==> src/rtl/frac_div_pkg.sv <==
package frac_div_pkg;

    localparam int unsigned DIGIT_W  = 4;
    localparam int unsigned DIGIT_MAX = 9;

    typedef logic [DIGIT_W-1:0] digit_t;

    typedef struct packed {
        digit_t tens;
        digit_t units;
    } bcd2_t;

    function automatic digit_t clamp_digit(input digit_t d);
        return (d > digit_t'(DIGIT_MAX)) ? digit_t'(DIGIT_MAX) : d;
    endfunction

    function automatic bcd2_t clamp_bcd2(input bcd2_t v);
        bcd2_t r;
        r.tens  = clamp_digit(v.tens);
        r.units = clamp_digit(v.units);
        return r;
    endfunction

endpackage

==> src/rtl/fd_sync.sv <==
module fd_sync #(
    parameter int unsigned STAGES = 2
) (
    input  logic clk,
    input  logic rst,
    input  logic async_in,
    output logic rise
);
    logic [STAGES:0] chain_q;

    always_ff @(posedge clk) begin
        if (rst) chain_q <= '0;
        else     chain_q <= {chain_q[STAGES-1:0], async_in};
    end

    // chain_q[STAGES-1] is the synchronised level, chain_q[STAGES] its prior value
    assign rise = chain_q[STAGES-1] & ~chain_q[STAGES];
endmodule

==> src/rtl/fd_burst.sv <==
module fd_burst #(
    parameter int unsigned BURST_LEN = 10
) (
    input  logic clk,
    input  logic rst,
    input  logic start,
    output logic tick
);
    localparam int unsigned CNT_W = $clog2(BURST_LEN + 1);

    logic [CNT_W-1:0] cnt_q;

    always_ff @(posedge clk) begin
        if (rst)                            cnt_q <= CNT_W'(BURST_LEN);
        else if (start)                     cnt_q <= '0;
        else if (cnt_q < CNT_W'(BURST_LEN)) cnt_q <= cnt_q + 1'b1;
    end

    assign tick = (cnt_q < CNT_W'(BURST_LEN));
endmodule

==> src/rtl/fd_bcd_down.sv <==
module fd_bcd_down
    import frac_div_pkg::*;
(
    input  logic  clk,
    input  logic  rst,
    input  logic  tick,
    input  bcd2_t setting,
    output logic  fire
);
    bcd2_t load_v;
    bcd2_t cnt_q;
    logic  idle_ratio;
    logic  at_end;

    assign load_v     = clamp_bcd2(setting);
    assign idle_ratio = (load_v == '0);
    assign at_end     = (cnt_q.tens == '0) && (cnt_q.units <= digit_t'(1));

    always_ff @(posedge clk) begin
        if (rst) begin
            cnt_q <= load_v;
            fire  <= 1'b0;
        end else begin
            fire <= 1'b0;
            if (tick && !idle_ratio) begin
                if (at_end) begin
                    cnt_q <= load_v;
                    fire  <= 1'b1;
                end else if (cnt_q.units == '0) begin
                    cnt_q.units <= digit_t'(DIGIT_MAX);
                    cnt_q.tens  <= cnt_q.tens - 1'b1;
                end else begin
                    cnt_q.units <= cnt_q.units - 1'b1;
                end
            end
        end
    end
endmodule

==> src/rtl/frac_pulse_div.sv <==
module frac_pulse_div
    import frac_div_pkg::*;
#(
    parameter int unsigned SYNC_STAGES = 2,
    parameter int unsigned BURST_LEN   = 10
) (
    input  logic       clk,
    input  logic       rst,
    input  logic       pulse_in,
    input  logic [7:0] ratio_bcd,
    output logic       div_out
);
    logic start_edge;
    logic burst_tick;

    fd_sync #(.STAGES(SYNC_STAGES)) u_sync (
        .clk(clk), .rst(rst), .async_in(pulse_in), .rise(start_edge)
    );

    fd_burst #(.BURST_LEN(BURST_LEN)) u_burst (
        .clk(clk), .rst(rst), .start(start_edge), .tick(burst_tick)
    );

    fd_bcd_down u_div (
        .clk(clk), .rst(rst), .tick(burst_tick),
        .setting(bcd2_t'(ratio_bcd)), .fire(div_out)
    );
endmodule

==> config.mk <==
export PLATFORM = sky130hd
export DESIGN_NAME = frac_pulse_div
export DESIGN_NICKNAME = d
export VERILOG_FILES = /design/src/rtl/frac_div_pkg.sv /design/src/rtl/fd_sync.sv /design/src/rtl/fd_burst.sv /design/src/rtl/fd_bcd_down.sv /design/src/rtl/frac_pulse_div.sv
export SDC_FILE = /design/constraint.sdc
export NUM_CORES = 1
export LEC_CHECK = 0
export ABC_CLOCK_PERIOD_IN_PS = 2700
export BUFFER_PORTS_ARGS = -buffer_cell sky130_fd_sc_hd__buf_2
export CAP_MARGIN = 40
export CORE_AREA = 4 4 45 47
export CTS_CLUSTER_DIAMETER = 60
export CTS_CLUSTER_SIZE = 10
export DETAILED_ROUTE_END_ITERATION = 8
export DIE_AREA = 0 0 49 51
export PLACE_DENSITY = 0.71
export SETUP_SLACK_MARGIN = 0.02
export SLEW_MARGIN = 30
export SYNTH_ARGS = -nofsm -noshare
export SYNTH_HDL_FRONTEND = slang
export SYNTH_SLANG_ARGS = --single-unit
==> constraint.sdc <==
create_clock -name clk -period 2.7 [get_ports clk]
set_clock_uncertainty 0.15 [all_clocks]
set_input_delay 0.405 -clock clk [delete_from_list [all_inputs] [get_ports clk]]
set_output_delay 0.405 -clock clk [all_outputs]
set_load 0.05 [all_outputs]
* After elaboration in Yosys (flattened, before gate mapping)
Cells that the tools add are included.
** Word-level totals
- Bits in registers :: 16
- Input port bits :: 11
- Output and inout port bits :: 1
- Logic and storage cells :: 38
** Cells by class
- Mux-type cells :: 10
- $lt $le $gt $ge :: 4
- $add $sub $neg :: 3
- Bitwise operators :: 3
- Reductions and logical operators :: 12
** Operators by type and width (number)
- two-way mux 4 bit :: 6
- two-way mux 8 bit :: 3
- greater-than comparator 4 bit (second input constant) :: 2
- zero test 4 bit :: 2
- zero test 8 bit :: 1
- subtractor 4 x 1 -> 4 bit (second input constant) :: 2
- adder 4 x 1 -> 4 bit (second input constant) :: 1
- <= comparator 4 x 1 -> 1 bit (second input constant) :: 1
- < comparator 4 bit (second input constant) :: 1
- nonzero test 2 bit :: 2
- OR reduction 2 bit :: 2
- nonzero test 3 bit :: 1
- logical AND 1 bit :: 2
- NOT 1 bit :: 2
- AND reduction 2 bit :: 1
- bitwise AND 1 bit :: 1
- zero test 1 bit :: 1
- two-way mux 1 bit :: 1

* Logic depth before layout (Yosys ltp)
- Depth in word-level cells :: 7
- Depth in mapped cells :: 5
- Gate-level depth less buffers :: 5

* Hierarchy
From an unflattened synthesis, not the netlist that was laid out.
** Second synthesis, totals
- Cell total of the unflattened synthesis :: 75
- Area total of the unflattened synthesis :: 878.3 um^2
** Modules (own cells, without submodules)
- fd_bcd_down :: instances 1, area each 595.6 um^2, cells an instance 49
- fd_burst :: instances 1, area each 195.2 um^2, cells an instance 19
- fd_sync :: instances 1, area each 87.6 um^2, cells an instance 7

* Least setup slack after synthesis
No wires, ideal clock.
- Path kind :: register -> register
- Start point :: register u_div.cnt_q[4] in the netlist's numbering
- End point :: register u_div.cnt_q[4] in the netlist's numbering (enable)
- Path slack :: 0.915 ns
- Buffers on the path :: 0
- Arrival :: 1.298 ns
- Required time :: 2.213 ns
- Cell stages (with the launch flop) :: 6
- Library setup time :: 0.337 ns
- Clock period less this slack :: 1.785 ns
- Cells stage by stage :: edfxtp_1 inv_1 ha_1 nor4b_4 o21ai_0 o21bai_1
** On the way
- Longest elaborated chain between the ends :: 4
** RTL lines
- start: declaration :: RTL line fd_bcd_down.sv:11 : bcd2_t cnt_q;
- start signal: assignment :: RTL line fd_bcd_down.sv:21 : cnt_q <= load_v;
- start signal: assignment :: RTL line fd_bcd_down.sv:27 : cnt_q <= load_v;
- zero test 4 bit :: RTL line fd_bcd_down.sv:17 : assign at_end = (cnt_q.tens == '0) && (cnt_q.units <= digit_t'(1));
- logical AND 1 bit :: RTL line fd_bcd_down.sv:17
- nonzero test 3 bit (no line)
- AND reduction 2 bit (no line)
Every way passes these cells.
A chain may end at the register's enable or synchronous reset.

* Worst setup path after layout
- Start point :: register u_div.cnt_q[4] in the netlist's numbering
- End point :: register u_div.cnt_q[5] in the netlist's numbering (enable)
The elaborated chain is that of the path after synthesis.

==> results.md <==
- Status: finished clean
- Number of global-route vias before repair: 584
- Worst min-delay path class: input port to flop
- Post-CTS resize count: 0
- CTS Root Cell: clkbuf_4
- WHS: 0.201 ns
- Sequential Area: 400 um^2
- DIE HEIGHT: 51 um
- Gate Count Post-Synth: 75
- Final hold viol count: 0
- Inserted Clock Buffers: 3
- Worst Setup Start Kind: flop
- FF-to-FF setup slack: 0.73 ns
- Hold Path End: u_sync.chain_q[0]
- Post-CTS Hold Buffers: 0
- Diode count: 0
- Die Area: 2500 um^2
- CTS tree: done
- Cell area power density: 570 nW/um^2
- Net Count, Synth: 88
- Critical Path Max Stage Delay: 0.43 ns
- Dominant synthesized flop cell: edfxtp_1
- Pre-CTS setup slack: 0.723 ns
- Global-route wire length before repair: 2.42 mm
- Starting DRT DRC Count: 9
- Row cnt: 15
- Detailed Place HPWL: 1.07 mm
- Area Overhead vs Synth: 13.0%
- Wirelength per Cell: 12.5 um
- H-tree depth: 1
- Synth Register Bits: 16
- Req. time, crit path: 2.51 ns
- Max VDD drop: 0.000388 V
- Placed Cells: 102
- Initial antenna violation count: 0
- Worst hold start: pulse_in
- Tot Pwr: 540 uW
- Max-cap viol count: 0
- Worst hold path depth: 2
- Fill count: 147
- Longest Clk Path Bufs: 2
- Top delay family on crit path: compound AO/OA/AOI/OAI gates
- Reg-to-Reg End: u_div.cnt_q[5]
- CP Depth: 5
- Count of pins over their slew limit: 0
- Vias/cell: 5.29
- Die width: 49 um
- Tmin final: 1.97 ns
- Vias: 561
- CTS sink count: 16
- Cell taking the most area after synthesis: edfxtp_1
- Rel. slew slack: 75.8%
- RSZ-0062 raised after global routing: no
- Initial cell density of the core: 50.8%
- Fin nets: 103
- GRT Resource Usage Total: 12.6%
- Area share of the largest cell type after synthesis: 28.7%
- Buffers on Ports: 11
- Post-CTS Repair Setup Buffers: 0
- Sequential-to-total area share from yosys stat: 47.8%
- Async SR Flop Fraction: 0%
- Non-filler instance count after layout: 106
- RD Place Congestion: 0.701
- Top post-synthesis cells by area: edfxtp_1 (29%), dfxtp_1 (19%), mux2_4 (5.4%), mux2i_1 (4.8%), nor2b_1 (4.5%)
- CTS clk-pin slew, worst paths: 0.09 ns
- Drt pass-1 iters: 2
- Cell breakdown of the critical path: inv_1, ha_1, nor4b_4, o21ai_0, o21bai_1
- Share of layout cells above drive strength 1: 28.1%
- Buf+Inv Stages, Crit Path: 1
- Worst r2r src: u_div.cnt_q[4]
- Slowest stage cell, crit path: edfxtp_1
- Syn. warnings: 0
- Area of the core: 1650 um^2
- Setup ws final: 0.732 ns
- WS Path Type: flop to flop
- Post-synth top cells: dfxtp_1 (8), edfxtp_1 (8), nor2b_1 (6)
- Syn Area/Cell: 11.2 um^2
- Register-to-Register Path Depth: 5
- Largest net degree at the start of global routing: 13
- Setup TNS: 0 ns
- Drt total wl: 1.33 mm
- Worst endpoint data arrival time: 1.77 ns
- Ratio of final minimum period to clock period: 72.9%
- Clk Latency, worst-skew pair: 0.28 ns
- Routed Antenna Nets: 0
- DRC: 0
- I/O pins: 12
- Post-synthesis cell area: 838 um^2
- FMAX: 0.508 GHz
- Pleak: 0.388 nW
- Multi-input gate area: 427 um^2
- Final setup viols: 0
- Cell variety after synth: 27
- Grt total ovfl: 0
- Critical path endpoint category: flop
- Slew at the pin with the worst max-slew slack: 0.359 ns
- Number of synthesized flops with an enable pin: 8
- Worst-path fanout max: 4
==> worst register-to-register path: stages, from the launching register on <==
cell and delay (ns):
edfxtp_1 0.43, inv_1 0.08, ha_1 0.19, nor4b_4 0.31
o21ai_0 0.15, o21bai_1 0.33
==> final cells by class <==
class                           count  share of cell area (%)
Sequential cell                    16                    42.3
Inverter                            2                   0.793
Clock buffer                        4                    3.83
Tap cell                           17                    2.25
Multi-Input combinational cell     56                    45.0
Timing Repair Buffer               11                    5.81
==> cells in the final DEF, fill, tap and decap left out, types with 2 or more instances in the layout <==
cell type and n:
a21oi_1 4, buf_2 11, nand2_1 5, dfxtp_1 8
ha_1 2, mux2i_1 4, or2_2 3, nor2_1 3
clkbuf_4 3, edfxtp_1 8, inv_1 2, nand2b_1 3
nor2b_1 6, nor3_1 4, xor2_1 3, mux2_4 3
o21ai_0 3, o21bai_1 3
==> sequential cells by signal, indices dropped and copies added, names as in the netlist <==
signal          count
u_div.cnt_q         8
u_burst.cnt_q       4
u_sync.chain_q      3
u_div.fire          1
==> stage by stage <==
| step | cell area (um^2) | util, % |
|---|---|---|
| floorplan | 838 | - |
| global placement | 911 | 55.2 |
| detailed placement | 911 | 55.2 |
| CTS | 947 | 57.3 |
| global route | 947 | 57.3 |
| finish | 947 | 57.3 |
==> kinds of logic (layout without fill, tap and decap cells) <==
| group | Yosys count | in the layout | synth area share [%] |
|---|---|---|---|
| simple gates | 28 | 28 | 20.4 |
| flops | 16 | 16 | 47.8 |
| compound gates | 15 | 15 | 13.1 |
| mux | 7 | 7 | 10.1 |
| xor+xnor | 4 | 4 | 4.18 |
| buf+inv | 3 | 17 | 1.34 |
| fa+ha+maj | 2 | 2 | 2.98 |
==> worst max-delay path by stage <==
stage,startpoint,end,slack [ns]
final,u_div.cnt_q[4],u_div.cnt_q[5],0.73
after global routing,u_div.cnt_q[4],u_div.cnt_q[7],0.58
after detailed placement,u_div.cnt_q[4],u_div.cnt_q[4],0.72
after global placement,u_div.cnt_q[4],u_div.cnt_q[4],0.72
after floorplan,u_div.cnt_q[4],u_div.cnt_q[4],0.91
after CTS,u_div.cnt_q[4],u_div.cnt_q[5],0.70
==> where the power goes <==
group / internal (mW) / leakage (nW) / switching [mW]
Sequential: 0.280 / 0.145 / 0.0197
Clock: 0.0820 / 0.0210 / 0.0703
Combinational: 0.0472 / 0.222 / 0.0407
Total: 0.409 / 0.388 / 0.131
==> routing by layer <==
metal / global-route usage, % / vias up / part of all wire, %
li1: - / 298 / -
met1: 12.6 / 253 / 44
met2: 23.3 / 6 / 52
met3: 2.92 / 4 / 2.1
met4: 7.62 / 0 / 1.7
met5: 0 / - / 0
Power figures use the tool's default switching activity.
